<file path="src/rtl/dma_pkg.sv">
package dma_pkg;
   typedef struct packed {
      logic n;
      logic v;
      logic z;
      logic c;
   } dma_flags_t;

   localparam int unsigned DMA_DIGIT_W = 4;
   localparam int unsigned DMA_DIGIT_MAX = 9;
   localparam int unsigned DMA_DIGIT_ADJ = 6;
endpackage

</file>
<file path="src/rtl/dma_bin_sum.sv">
module dma_bin_sum #(
   parameter int unsigned W = 8
) (
   input  logic [W-1:0] a,
   input  logic [W-1:0] b_eff,
   input  logic         cin,
   output logic [W-1:0] sum,
   output logic         cout,
   output logic         ovf
);
   logic [W:0] full;

   always_comb begin
      full = {1'b0, a} + {1'b0, b_eff} + {{W{1'b0}}, cin};
      sum  = full[W-1:0];
      cout = full[W];
      // signed overflow: like-signed inputs, result sign differs
      ovf  = (a[W-1] == b_eff[W-1]) && (full[W-1] != a[W-1]);
   end
endmodule

</file>
<file path="src/rtl/dma_digit_fix.sv">
module dma_digit_fix
   import dma_pkg::*;
(
   input  logic [DMA_DIGIT_W-1:0] a,
   input  logic [DMA_DIGIT_W-1:0] b_eff,
   input  logic                   cin,
   input  logic                   sub,
   output logic [DMA_DIGIT_W-1:0] digit,
   output logic                   cout
);
   logic [DMA_DIGIT_W:0] raw;
   logic                 over;

   always_comb begin
      raw  = {1'b0, a} + {1'b0, b_eff} + {{DMA_DIGIT_W{1'b0}}, cin};
      over = (raw > (DMA_DIGIT_W+1)'(DMA_DIGIT_MAX));
      if (sub) begin
         // carry out of the nibble means no borrow; otherwise pull back by 6
         cout  = raw[DMA_DIGIT_W];
         digit = raw[DMA_DIGIT_W] ? raw[DMA_DIGIT_W-1:0]
                                  : raw[DMA_DIGIT_W-1:0] - DMA_DIGIT_W'(DMA_DIGIT_ADJ);
      end else begin
         cout  = over;
         digit = over ? raw[DMA_DIGIT_W-1:0] + DMA_DIGIT_W'(DMA_DIGIT_ADJ)
                      : raw[DMA_DIGIT_W-1:0];
      end
   end
endmodule

</file>
<file path="src/rtl/dma_dec_chain.sv">
module dma_dec_chain
   import dma_pkg::*;
#(
   parameter int unsigned DIGITS = 2,
   localparam int unsigned W = DIGITS * DMA_DIGIT_W
) (
   input  logic [W-1:0] a,
   input  logic [W-1:0] b_eff,
   input  logic         cin,
   input  logic         sub,
   output logic [W-1:0] res,
   output logic         cout
);
   logic [DIGITS:0] chain;

   assign chain[0] = cin;
   assign cout     = chain[DIGITS];

   for (genvar g = 0; g < DIGITS; g++) begin : g_digit
      dma_digit_fix u_fix (
         .a     (a[g*DMA_DIGIT_W +: DMA_DIGIT_W]),
         .b_eff (b_eff[g*DMA_DIGIT_W +: DMA_DIGIT_W]),
         .cin   (chain[g]),
         .sub   (sub),
         .digit (res[g*DMA_DIGIT_W +: DMA_DIGIT_W]),
         .cout  (chain[g+1])
      );
   end
endmodule

</file>
<file path="src/rtl/dual_mode_adder.sv">
module dual_mode_adder
   import dma_pkg::*;
#(
   parameter int unsigned DIGITS = 2,
   localparam int unsigned WIDTH = DIGITS * DMA_DIGIT_W
) (
   input  logic             clk,
   input  logic             rst_n,
   input  logic             start,
   input  logic             dec_en,
   input  logic             sub_en,
   input  logic             carry_in,
   input  logic [WIDTH-1:0] opa,
   input  logic [WIDTH-1:0] opb,
   output logic [WIDTH-1:0] result,
   output logic             flag_n,
   output logic             flag_v,
   output logic             flag_z,
   output logic             flag_c,
   output logic             done
);
   if (DIGITS < 1) begin : g_bad_digits
      $error("dual_mode_adder: DIGITS must be at least 1");
   end

   logic [WIDTH-1:0] b_eff;
   logic [WIDTH-1:0] bin_res;
   logic             bin_c;
   logic             bin_v;
   logic [WIDTH-1:0] dec_res;
   logic             dec_c;

   logic             busy;
   logic [WIDTH-1:0] hold_res;
   logic             hold_c;
   logic             hold_v;
   logic [WIDTH-1:0] res_q;
   dma_flags_t       flg_q;
   logic             done_q;

   assign b_eff = sub_en ? ~opb : opb;

   dma_bin_sum #(.W(WIDTH)) u_bin (
      .a     (opa),
      .b_eff (b_eff),
      .cin   (carry_in),
      .sum   (bin_res),
      .cout  (bin_c),
      .ovf   (bin_v)
   );

   dma_dec_chain #(.DIGITS(DIGITS)) u_dec (
      .a     (opa),
      .b_eff (b_eff),
      .cin   (carry_in),
      .sub   (sub_en),
      .res   (dec_res),
      .cout  (dec_c)
   );

   always_ff @(posedge clk or negedge rst_n) begin
      if (!rst_n) begin
         busy     <= 1'b0;
         hold_res <= '0;
         hold_c   <= 1'b0;
         hold_v   <= 1'b0;
         res_q    <= '0;
         flg_q    <= '0;
         done_q   <= 1'b0;
      end else begin
         done_q <= 1'b0;
         if (busy) begin
            // second cycle of a decimal op: flags from the corrected value
            busy    <= 1'b0;
            res_q   <= hold_res;
            flg_q.n <= hold_res[WIDTH-1];
            flg_q.z <= (hold_res == '0);
            flg_q.c <= hold_c;
            flg_q.v <= hold_v;
            done_q  <= 1'b1;
         end else if (start) begin
            if (dec_en) begin
               busy     <= 1'b1;
               hold_res <= dec_res;
               hold_c   <= dec_c;
               hold_v   <= bin_v;
            end else begin
               res_q   <= bin_res;
               flg_q.n <= bin_res[WIDTH-1];
               flg_q.z <= (bin_res == '0);
               flg_q.c <= bin_c;
               flg_q.v <= bin_v;
               done_q  <= 1'b1;
            end
         end
      end
   end

   assign result = res_q;
   assign flag_n = flg_q.n;
   assign flag_v = flg_q.v;
   assign flag_z = flg_q.z;
   assign flag_c = flg_q.c;
   assign done   = done_q;
endmodule

</file>
<file path="config.mk">
export PLATFORM = sky130hd
export DESIGN_NAME = dual_mode_adder
export DESIGN_NICKNAME = d
export VERILOG_FILES = /design/src/rtl/dma_pkg.sv /design/src/rtl/dma_bin_sum.sv /design/src/rtl/dma_digit_fix.sv /design/src/rtl/dma_dec_chain.sv /design/src/rtl/dual_mode_adder.sv
export SDC_FILE = /design/constraint.sdc
export NUM_CORES = 1
export LEC_CHECK = 0
export CELL_PAD_IN_SITES_DETAIL_PLACEMENT = 1
export CELL_PAD_IN_SITES_GLOBAL_PLACEMENT = 2
export CORE_MARGIN = 1
export CORE_UTILIZATION = 41
export CTS_CLUSTER_SIZE = 12
export DETAILED_ROUTE_END_ITERATION = 16
export DONT_BUFFER_PORTS = 1
export GPL_ROUTABILITY_DRIVEN = 0
export PLACE_DENSITY_LB_ADDON = 0.1
export SLEW_MARGIN = 20
export SYNTH_ARGS = -nofsm -noshare
export SYNTH_HDL_FRONTEND = slang
export SYNTH_SLANG_ARGS = --single-unit
</file>
<file path="constraint.sdc">
create_clock -name clk -period 2.7 [get_ports clk]
set_input_delay 0.135 -clock clk [delete_from_list [all_inputs] [get_ports clk]]
set_output_delay 0.135 -clock clk [all_outputs]
set_load 0.01 [all_outputs]
</file>
## Word-level counts from Yosys, hierarchy flattened

Cells that the tools add are included.

| word-level totals | value |
|---|---|
| logic and storage cells | 54 |
| output and inout bits | 13 |
| bits of input ports | 22 |
| bits in registers | 24 |

| operators by class | value |
|---|---|
| mux-type cells | 21 |
| magnitude comparators | 2 |
| $add $sub $neg | 10 |
| equality and inequality tests | 3 |
| reductions and logical operators | 6 |
| bitwise gates (word level) | 2 |

Operators with widths:

| cell | count |
|---|---|
| two-way mux 4 bit | 9 |
| two-way mux 8 bit | 4 |
| zero test 8 bit | 2 |
| adder 4 x 4 -> 5 bit | 2 |
| adder 5 x 1 -> 5 bit | 2 |
| greater-than comparator 5 x 4 -> 1 bit (second input constant) | 2 |
| adder 8 x 8 -> 9 bit | 1 |
| adder 9 x 1 -> 9 bit | 1 |
| adder 4 x 3 -> 4 bit (second input constant) | 2 |
| two-way mux 1 bit | 8 |
| NOT 8 bit | 1 |
| subtractor 4 x 3 -> 4 bit (second input constant) | 2 |
| AND reduction 3 bit | 1 |
| != test 2 x 1 -> 1 bit (second input constant) | 1 |
| AND reduction 2 bit | 1 |
| nonzero test 2 bit | 1 |
| == test 1 bit | 1 |
| logical AND 1 bit | 1 |
| != test 1 bit | 1 |
| NOT 1 bit | 1 |

## Logic depth before layout (Yosys ltp)

Gate-level depths: netlist of the first run.

| depth | value |
|---|---|
| word-level depth | 10 |
| mapped depth | 22 |
| mapped depth without buffers | 20 |

## Modules after synthesis

Synthesis of the first run repeated with hierarchy kept, for this count alone.

| unflattened totals | value |
|---|---|
| cell total of the unflattened synthesis | 234 |
| area, all modules | 2297.2 um^2 |

Modules (own cells, without submodules):

| module | area each (um^2) | seq. area each (um^2) | cells each | times used |
|---|---|---|---|---|
| dual_mode_adder | 1162.4 | 575.6 | 94 | 1 |
| dma_digit_fix | 399.1 | 0.0 | 49 | 2 |
| dma_bin_sum | 336.6 | 0.0 | 42 | 1 |

## Worst setup path before layout of the first run

OpenSTA, ideal clock, no wires.

| path | value |
|---|---|
| path kind | input to register |
| start | input sub_en |
| end | register hold_res[6] |
| data required time | 2.571 ns |
| cell stages on the path | 22 |
| arrival | 4.865 ns |
| setup slack | -2.295 ns |
| buffers on the path | 2 |
| library setup time | 0.129 ns |
| cells stage by stage | clkbuf_1 buf_1 xnor2_1 fa_1 nor2b_1 nor2_1 xor2_1 ha_1 inv_1 o21ai_0 o311ai_4 o311ai_1 fa_1 inv_1 fa_1 xor2_1 ha_1 a21boi_0 a31oi_1 a21oi_1 nor2_1 o41a_1 |

| between the ends | value |
|---|---|
| word-level cells in the longest chain between the ends | 9 |
| elaborated cells between the ends (all ways) | 13 |
| those cells by class | add/sub (6); order compare (2); mux (5) |

Ends and longest elaborated chain:

| item | RTL line | text |
|---|---|---|
| start, declared | dual_mode_adder.sv:11 | `input logic sub_en,` |
| two-way mux 8 bit | dual_mode_adder.sv:41 | `assign b_eff = sub_en ? ~opb : opb;` |
| adder 4 x 4 -> 5 bit | dma_digit_fix.sv:15 | `raw = {1'b0, a} + {1'b0, b_eff} + {{DMA_DIGIT_W{1'b0}}, cin};` |
| adder 5 x 1 -> 5 bit | dma_digit_fix.sv:15 |  |
| greater-than comparator 5 x 4 -> 1 bit | dma_digit_fix.sv:16 | `over = (raw > (DMA_DIGIT_W+1)'(DMA_DIGIT_MAX));` |
| two-way mux 1 bit | dma_digit_fix.sv:17 | `if (sub) begin` |
| adder 5 x 1 -> 5 bit | dma_digit_fix.sv:15 |  |
| adder 4 x 3 -> 4 bit (tied with other cells) | dma_digit_fix.sv:24 | `digit = over ? raw[DMA_DIGIT_W-1:0] + DMA_DIGIT_W'(DMA_DIGIT_ADJ)` |
| two-way mux 4 bit (on tied branches) | dma_digit_fix.sv:24, dma_digit_fix.sv:20 |  |
| two-way mux 4 bit * | dma_digit_fix.sv:17 |  |
| end signal, assigned | dual_mode_adder.sv:84 | `hold_res <= dec_res;` |
| end, declared | dual_mode_adder.sv:34 | `logic [WIDTH-1:0] hold_res;` |

Every way passes the cells marked *; elsewhere a longest branch is shown, timed or not.
A chain may end at the register's enable or synchronous reset.

## Worst setup path in the final report of the first run

Same ends and word-level chain as after synthesis.

==> results of run 1 <==
-- power groups by stage --
stage               combinational (uW)  clock, uW  sequential (uW)
floorplan                          610          0              514
global placement                   800          0              532
detailed placement                 860          0              535
CTS                                946        219              528
global route                      1070        232              539
finish                             971        210              525
-- state kept, by name (all words and copies together) (netlist names) --
register and count:
hold_res 8, result 8, busy 1, done 1
flag_c 1, flag_v 1, flag_z 1, hold_c 1
hold_v 1
-- how the worst min path moves through the flow --
stage,endpoint,cells past startpoint
floorplan,busy,0
global placement,result[2],0
detailed placement,result[1],0
CTS,hold_res[6],1
global route,hold_res[6],1
finish,hold_res[6],1
-- synthesized netlist by cell type, types with 2 or more instances --
cell	count
a2111oi_0	2
a211oi_1	5
a21o_1	3
a21oi_1	18
a31oi_1	5
buf_4	2
clkbuf_1	10
dfrtp_1	23
fa_1	3
ha_1	13
inv_1	15
mux2i_1	2
nand2_1	27
nand2b_1	7
nand3_1	3
nor2_1	19
nor2_2	2
nor2b_1	7
nor3_1	8
nor3b_1	2
nor4_1	3
nor4b_1	3
o2111a_1	2
o21a_1	3
o21ai_0	9
o21ai_1	8
o31ai_1	6
or3_1	3
xnor2_1	2
xor2_1	14
-- area by class of cell --
| cell class | count | area, sq um |
|---|---|---|
| multi-input combinational | 202 | 1567 |
| clock inverter | 1 | 5.005 |
| inverter | 15 | 56.30 |
| timing repair buffer | 36 | 272.8 |
| sequential | 23 | 575.6 |
| fill | 582 | 2247 |
| tap | 67 | 83.83 |
| clock buffer | 3 | 41.29 |
-- cells by family (layout without fill, tap and decap cells) --
group	count (synthesis)	in the layout	share of synthesized area
xor+xnor	16	16	0.06643
simple gates	89	89	0.2141
fa+ha+maj	16	16	0.1056
compound gates	76	76	0.2527
flops	23	23	0.2728
mux	5	5	0.02728
buf+inv	30	55	0.06108
-- routing by layer --
layer	routed length (um)	global-route usage	vias to the layer above	part of all wire
li1	-	-	959	-
met1	2731	0.3168	977	0.45
met2	2968	0.4190	44	0.49
met3	191	0.01783	11	0.032
met4	132	0.08333	0	0.022
met5	0	0	-	0
-- metrics by stage --
step / util / cell area (sq um) / setup TNS, ps
2_1_floorplan: - / 2226 / -6016
3_3_place_gp: 0.5017 / 2432 / -4536
6_report: 0.5365 / 2601 / -3200
5_1_grt: 0.5365 / 2601 / -3823
3_5_place_dp: 0.5017 / 2432 / -5256
4_1_cts: 0.5319 / 2579 / -3186
-- worst max-delay path, delay by kind of cell --
kind | cells | cell delay (ps)
xor gates and xnor gates | 3 | 500
AOI/OAI and AO/OA | 7 | 1310
adders and majority gates | 5 | 1430
and+or+nand+nor | 3 | 270
buffers and inverters | 2 | 70
-- what timing repair did --
action / 4_1_cts / 5_1_grt
gates resized for setup: 11 / 2
endpoints found under the hold margin: 24 / 23
hold buffers: 2 / 1
endpoints found under the setup margin: 4 / 4
pin swaps: 6 / 0
buffers inserted: 1 / 1
-- cells in the final DEF, fill, tap and decap left out, types with 3 or more instances in the layout --
cell type / synthesis / final
a211oi_1: 5 / 4
a21o_1: 3 / 3
a21oi_1: 18 / 17
a31oi_1: 5 / 4
buf_4: 2 / 33
clkbuf_8: 0 / 3
dfrtp_1: 23 / 23
fa_2: 0 / 3
ha_1: 13 / 9
inv_1: 15 / 13
nand2_1: 27 / 27
nand2b_1: 7 / 7
nand3_1: 3 / 3
nor2_1: 19 / 18
nor2b_1: 7 / 6
nor3_1: 8 / 8
nor4_1: 3 / 3
nor4b_1: 3 / 3
o21a_1: 3 / 3
o21ai_0: 9 / 7
o21ai_1: 8 / 9
o31ai_1: 6 / 6
or3_1: 3 / 3
xor2_1: 14 / 11
==> impl_metrics.py, run 1 <==
metrics = {
    "yosys": {
        "avgSynthCellArea_sq_um": 8.273,
        "synth_edf_count": 0,
        "ys_ff_latch": 23,
        "syn_nets": 293,
        "yosys-top-cells-area": "dfrtp_1, ha_1, xor2_1, nand2_1, a21oi_1",
        "syn_area_sq_um": 2110,
        "ys.flop_type": "dfrtp_1",
        "synth-seq-area-share": 0.2728,
        "yosysUniqueCellTypes": 56,
        "postSynth.asyncResetShare": 1.000,
        "yosysTopAreaCellShare": 0.2728,
        "synth_warnings": 0,
        "yosysTopAreaCell": "dfrtp_1",
        "synthCells": 255,
    },
    "detailed_routing": {
        "drc": 0,
        "drtIter0Drc": 55,
        "drt_pre_antenna_iters": 4,
        "avgViaCountPerCell": 5.738,
        "wl_um": 6024,
        "vias": 1991,
        "antenna_left": 0,
        "wire_per_inst_um": 17.36,
    },
    "cts": {
        "clkLatencyLatePin_ps": 260,
        "cts_made_buffers": 3,
        "htreeDepth": 1,
        "clock_sinks": 23,
        "cts_root_buf": "clkbuf_8",
        "clk_pin_slew_worst_paths_ps": 80,
        "cts_tree": "yes",
        "cts_max_path_buffers": 2,
    },
    "global_routing": {
        "grt_max_degree": 24,
        "grt_pass1_wl_um": 9977,
        "antenna_found_initial": 0,
        "grt_pass1_vias": 2027,
        "track_usage": 0.2424,
        "grt_overflow_total": 0,
    },
    "timing": {
        "finalSetupViolCount": 4,
        "fmax_mhz": 277.5,
        "setup_ws_ps": -903.0,
        "min_period_ps": 3603,
        "hold_viol_final": 0,
        "rsz0062_at_grt": "true",
        "whs_ps": 48.47,
        "finClkSkew_ps": 1.192,
        "slew_headroom": 0.4547,
        "final.period_utilization": 1.334,
        "worstMarginPinSlew_ps": 797.3,
        "slew_violations": 0,
    },
    "place": {
        "portBuffers": 0,
        "dp_cells": 338,
        "pre_cts_slack_ps": -1414,
        "dp_hpwl_um": 4756,
    },
    "worst_setup_path": {
        "crit_end": "hold_res[6]",
        "cpMaxStageDelayCell": "fa_2",
        "crit_type": "in -> reg",
        "r2r_start": "busy",
        "startpoint_type": "input pin",
        "slowest_delay_ps": 410,
        "worst_ep_arrival_time_ps": 3750,
        "critPathMostFrequentCell": "fa_2",
        "reg2reg_depth": 3,
        "rr_endpoint": "hold_res[6]",
        "crit_chain": "xnor2_4, fa_2, nor2b_4, nor2_4, xor2_2, ha_2, inv_2, o21ai_2, o311ai_4, o311ai_4, fa_2, inv_2, fa_2, xor2_2, ha_4, a21boi_4, a31oi_4, a21oi_2, nor2_1, o41a_1",
        "startpoint": "sub_en",
        "path_max_fanout": 21,
        "required_ps": 2840,
        "cp-end-kind": "register",
        "reg2reg_slack_ps": 1050,
    },
    "cells_and_area": {
        "final_nets": 319,
        "final_layout_size_suffix_gt1_frac": 0.2500,
        "area.growth.synth_to_final_pct": 23.31,
        "instances_no_fill": 347,
        "antennaDiodeCount": 0,
    },
    "power_and_ir_drop": {
        "peakVddDrop_v": 0.0002205,
        "p_leak_uw": 0.001124,
        "p_int_uw": 993.6,
        "switching_share": 0.4177,
        "combPwrFrac": 0.569,
        "p_seq_frac": 0.308,
        "power.density_nw_per_um2": 655.9,
        "pwr-share-clk": 0.123,
        "switching_power_uw": 712.6,
        "power_uw": 1706,
    },
    "die": {
        "die_w_um": 73.73,
        "die_h_um": 73.73,
        "ios": 35,
        "core_area_sq_um": 4848,
        "start_util": 0.4351,
        "dieArea_sq_um": 5436,
        "num_rows": 25,
    },
    "worst_hold_path": {
        "hold_class": "in -> reg",
        "hp-start": "sub_en",
    },
    "outcome": {
        "status": "finished, violations left",
        "violations": "negative setup slack",
    },
    "job": {
        "drv_cap": 0,
    },
}
Power figures use the tool's default switching activity.
==> run 2, diff against run 1 <==
--- a/config.mk
+++ b/config.mk
@@ -18,3 +18,4 @@
 export SYNTH_ARGS = -nofsm -noshare
 export SYNTH_HDL_FRONTEND = slang
 export SYNTH_SLANG_ARGS = --single-unit
+export TNS_END_PERCENT = 50
==> run 2 against run 1 <==
The flow still finishes with violations (negative setup slack); sequential cell count stayed put; via count is 0.40% lower; setup slack better by 6.1 ps; clock power hardly changed; cell count stayed put; combinational power hardly changed; sequential power hardly changed; global-route usage hardly changed; die area stayed put; sequential share of layout area stayed put; fmax is 0.17% higher; non-clock buffer count stayed put; largest power group unchanged; highest routed layer unchanged.
==> impl_metrics.py, run 2 (synthesis results as in run 1) <==
metrics = {
    "worst_setup_path": {
        "required_ps": 2850,
        "critPathBufInv": 2,
        "r2r_start": "busy",
        "crit_type": "in -> reg",
        "crit_chain": "xnor2_4, fa_2, nor2b_4, nor2_4, xor2_2, ha_2, inv_2, o21ai_2, o311ai_4, o311ai_4, fa_2, inv_2, fa_2, xor2_2, ha_4, a21boi_4, a31oi_4, a21oi_2, nor2_1, o41a_1",
        "reg2reg_slack_ps": 1060,
        "crit_family": "adder cells",
        "startpoint_type": "input pin",
        "path_max_fanout": 21,
        "cpMaxStageDelayCell": "fa_2",
        "cp-end-kind": "register",
        "slowest_delay_ps": 410,
        "worst_ep_arrival_time_ps": 3740,
        "critPathMostFrequentCell": "fa_2",
        "reg2reg_depth": 3,
        "rr_endpoint": "hold_res[6]",
    },
    "cells_and_area": {
        "area.growth.synth_to_final_pct": 23.31,
        "antennaDiodeCount": 0,
        "postLayoutCellArea_sq_um": 2601,
        "seq_area_sq_um": 575.6,
        "final_nets": 319,
        "layout_common_cells": "buf_4, nand2_1, dfrtp_1",
        "final_layout_size_suffix_gt1_frac": 0.2500,
        "instances_no_fill": 347,
        "layout_commonest_cell": "buf_4",
        "fillers": 582,
        "fin_util": 0.5365,
        "multi_input_area_sq_um": 1567,
    },
    "power_and_ir_drop": {
        "peakVddDrop_v": 0.0002207,
        "power.density_nw_per_um2": 657.0,
        "p_leak_uw": 0.001124,
    },
    "outcome": {
        "violations": "negative setup slack",
        "status": "finished, violations left",
    },
    "global_routing": {
        "grt_pass1_vias": 2024,
        "antenna_found_initial": 0,
        "track_usage": 0.2427,
        "grt_pass1_wl_um": 9991,
        "grt_max_degree": 24,
        "grt_overflow_total": 0,
    },
    "timing": {
        "whs_ps": 41.70,
        "min_period_ps": 3597,
        "setup_ws_ps": -896.9,
        "finalSetupViolCount": 4,
        "hold_viol_final": 0,
        "slew_headroom": 0.4395,
        "rsz0062_at_grt": "true",
        "finClkSkew_ps": 0.5600,
        "worstMarginPinSlew_ps": 819.6,
        "fmax_mhz": 278.0,
        "slew_violations": 0,
        "final.period_utilization": 1.332,
    },
    "cts": {
        "cts_max_path_buffers": 2,
        "htreeDepth": 1,
        "clkLatencyLatePin_ps": 260,
        "clk_pin_slew_worst_paths_ps": 80,
        "clock_sinks": 23,
        "cts_root_buf": "clkbuf_8",
        "cts_tree": "yes",
        "cts_made_buffers": 3,
    },
    "die": {
        "ios": 35,
        "die_h_um": 73.73,
        "num_rows": 25,
        "start_util": 0.4351,
        "core_area_sq_um": 4848,
        "die_w_um": 73.73,
        "dieArea_sq_um": 5436,
    },
    "detailed_routing": {
        "wl_um": 6068,
        "vias": 1983,
        "drc": 0,
        "wire_per_inst_um": 17.49,
        "drtIter0Drc": 113,
        "avgViaCountPerCell": 5.715,
        "drt_pre_antenna_iters": 4,
        "antenna_left": 0,
    },
    "worst_hold_path": {
        "whs_endpoint": "hold_res[6]",
        "hp-start": "sub_en",
        "hold_class": "in -> reg",
        "holdPathStages": 1,
    },
    "place": {
        "postPlaceCellArea_sq_um": 2432,
        "dp_cells": 338,
        "portBuffers": 0,
        "dp_hpwl_um": 4756,
    },
    "job": {
        "drv_cap": 0,
    },
}
-- run 2: cell counts in the layout (fill, tap and decap cells not counted) --
No cell type changed its count.
-- run 2: cell type report --
| type | instances | share of cell area |
|---|---|---|
| multi-input combinational | 202 | 0.6022 |
| sequential | 23 | 0.2213 |
| timing repair buffer | 36 | 0.1049 |
| tap | 67 | 0.03223 |
| inverter | 15 | 0.02165 |
| clock buffer | 3 | 0.01587 |
| clock inverter | 1 | 0.001924 |
-- run 2: worst max-delay path by stage --
stage / from / end / slack (ps) / cells after the start
floorplan: sub_en / hold_res[6] / -1520 / 21
global placement: sub_en / hold_res[5] / -1230 / 20
detailed placement: sub_en / hold_res[5] / -1410 / 20
CTS: sub_en / hold_res[6] / -880 / 20
global route: sub_en / hold_res[7] / -1030 / 19
finish: sub_en / hold_res[6] / -900 / 20
-- run 2: stage by stage --
stage | setup TNS (ps) | power, uW | setup slack [ps]
final | -3213 | 1709 | -896.9
after global routing | -3831 | 1844 | -1030
after CTS | -3186 | 1693 | -878.6
after detailed placement | -5256 | 1395 | -1414
after global placement | -4536 | 1333 | -1230
after floorplan | -6016 | 1123 | -1521
-- run 2: routing by layer --
| metal | wire length, um | global-route usage |
|---|---|---|
| met1 | 2754 | 0.3177 |
| met5 | 0 | 0 |
| met2 | 2972 | 0.4190 |
| met3 | 209 | 0.01783 |
| met4 | 132 | 0.08333 |
-- run 2: report_power, final --
part	total [uW]	internal [uW]	switching, uW
Sequential	525	437	88.6
Clock	209	103	106
Combinational	974	454	520
Total	1710	994	715
-- run 2: worst register-to-register path, cell delays in order (launching register included) --
cell	delay, ps
dfrtp_1	380
buf_4	210
or2_2	480
o41a_1	460
-- run 2: timing repair --
item                                   4_1_cts  5_1_grt
cloned                                       0        0
endpoints found under the hold margin       24       23
pin swaps                                    6        0
hold buffers                                 2        1
setup endpoints to repair                    4        4
gates resized for setup                     11        2
setup buffers                                1        1
==> run 3, diff against run 2 <==
--- a/config.mk
+++ b/config.mk
@@ -13,6 +13,7 @@
 export DETAILED_ROUTE_END_ITERATION = 16
 export DONT_BUFFER_PORTS = 1
 export GPL_ROUTABILITY_DRIVEN = 0
+export HOLD_SLACK_MARGIN = 0.12
 export PLACE_DENSITY_LB_ADDON = 0.1
 export SLEW_MARGIN = 20
 export SYNTH_ARGS = -nofsm -noshare
==> run 3 against run 2 <==
The run still ends with negative setup slack left; clock skew barely moved; worst hold slack improved by 130 ps; clock power barely moved.
==> impl_metrics.py, run 3 (synthesis results as in run 1) <==
metrics = {
    "global_routing": {
        "grt_pass1_vias": 2026,
        "grt_max_degree": 24,
        "grt_pass1_wl_um": 9984,
        "antenna_found_initial": 0,
        "track_usage": 0.2424,
        "grt_overflow_total": 0,
    },
    "cells_and_area": {
        "instances_no_fill": 347,
        "postLayoutCellArea_sq_um": 2601,
        "final_layout_size_suffix_gt1_frac": 0.2500,
        "layout_commonest_cell": "buf_4",
        "seq_area_sq_um": 575.6,
        "multi_input_area_sq_um": 1567,
        "antennaDiodeCount": 0,
        "area.growth.synth_to_final_pct": 23.31,
        "layout_common_cells": "buf_4, nand2_1, dfrtp_1",
        "fillers": 582,
        "final_nets": 319,
    },
    "timing": {
        "finClkSkew_ps": 0.9176,
        "slew_violations": 0,
        "slew_headroom": 0.4136,
        "fin_setup_tns_ps": -3227,
        "final.period_utilization": 1.334,
        "setup_ws_ps": -902.8,
        "worstMarginPinSlew_ps": 857.4,
        "hold_viol_final": 0,
        "rsz0062_at_grt": "true",
        "fmax_mhz": 277.6,
        "finalSetupViolCount": 4,
        "min_period_ps": 3603,
    },
    "worst_setup_path": {
        "startpoint": "sub_en",
        "required_ps": 2850,
        "path_max_fanout": 18,
        "rr_endpoint": "hold_res[6]",
        "startpoint_type": "input pin",
        "r2r_start": "busy",
        "worst_ep_arrival_time_ps": 3750,
        "crit_end": "hold_res[6]",
        "reg2reg_depth": 3,
        "cp-end-kind": "register",
        "crit_type": "in -> reg",
        "reg2reg_slack_ps": 1050,
    },
    "cts": {
        "cts_root_buf": "clkbuf_8",
        "htreeDepth": 1,
        "cts_tree": "yes",
        "clkLatencyLatePin_ps": 260,
        "cts_made_buffers": 3,
        "clock_sinks": 23,
        "clk_pin_slew_worst_paths_ps": 80,
        "cts_max_path_buffers": 2,
    },
    "detailed_routing": {
        "drtIter0Drc": 54,
        "antenna_left": 0,
        "drc": 0,
        "vias": 1986,
        "avgViaCountPerCell": 5.723,
        "wl_um": 6056,
        "wire_per_inst_um": 17.45,
        "drt_pre_antenna_iters": 4,
    },
    "place": {
        "dp_cells": 338,
        "dp_hpwl_um": 4756,
        "postPlaceCellArea_sq_um": 2432,
        "portBuffers": 0,
    },
    "outcome": {
        "violations": "negative setup slack",
        "status": "finished, violations left",
    },
    "job": {
        "drv_cap": 0,
    },
    "die": {
        "dieArea_sq_um": 5436,
        "core_area_sq_um": 4848,
        "ios": 35,
        "die_w_um": 73.73,
        "die_h_um": 73.73,
        "start_util": 0.4351,
        "num_rows": 25,
    },
    "power_and_ir_drop": {
        "p_leak_uw": 0.001124,
        "power.density_nw_per_um2": 657.7,
        "peakVddDrop_v": 0.0002207,
    },
    "worst_hold_path": {
        "hold_class": "in -> reg",
    },
}
==> run 3: layout make-up <==
cell class,count,share of cell area
clock buffers,3,0.01587
well taps,67,0.03223
flip-flops and latches,23,0.2213
inverters,15,0.02165
multi-input cells,202,0.6022
repair buffers,36,0.1049
clock inverters,1,0.001924
==> run 3: report_power, final <==
| part | internal (uW) | leakage [uW] | switching, uW |
|---|---|---|---|
| clock | 103 | 0.0000255 | 107 |
| sequential | 437 | 0.000287 | 88.4 |
| combinational | 454 | 0.000812 | 521 |
==> run 3: worst max-delay path, cell delays in order <==
cell	delay, ps
xnor2_4	120
fa_2	380
nor2b_4	160
nor2_4	60
xor2_2	170
ha_2	190
inv_2	30
o21ai_2	140
o311ai_4	130
o311ai_4	250
fa_2	280
inv_2	40
fa_2	410
xor2_2	210
ha_4	170
a21boi_4	200
a31oi_4	60
a21oi_2	160
nor2_1	50
o41a_1	370
==> run 3: routing by layer <==
metal / vias to the layer above / track usage / share of wire
li1: 956 / - / -
met1: 983 / 0.3177 / 0.46
met2: 38 / 0.4190 / 0.49
met3: 9 / 0.01783 / 0.030
met4: 0 / 0.08120 / 0.017
met5: - / 0 / 0
==> run 3: through the flow <==
stage | worst slack (ps) | power [uW] | util | hold WS (ps)
3_3_place_gp | -1230 | 1333 | 0.5017 | -160.1
2_1_floorplan | -1521 | 1123 | - | -160.6
4_1_cts | -878.4 | 1694 | 0.5319 | 163.1
3_5_place_dp | -1414 | 1395 | 0.5017 | -160.1
5_1_grt | -1030 | 1845 | 0.5365 | 192.4
6_report | -902.8 | 1711 | 0.5365 | 173.5
==> run 3: worst min path at each step <==
stage | slack, ps | endpoint | startpoint | depth (start not counted)
detailed placement | -160 | result[1] | rst_n | 0
finish | 170 | hold_res[3] | sub_en | 3
CTS | 160 | hold_res[3] | sub_en | 3
global route | 190 | hold_res[7] | sub_en | 3
floorplan | -160 | busy | rst_n | 0
global placement | -160 | result[2] | rst_n | 0
==> run 3: what timing repair did <==
action,in CTS,in global routing
setup endpoints to repair,4,4
gates resized for setup,11,2
hold buffers,2,1
pin swaps,6,0
endpoints found under the hold margin,26,23
buffers inserted,1,1
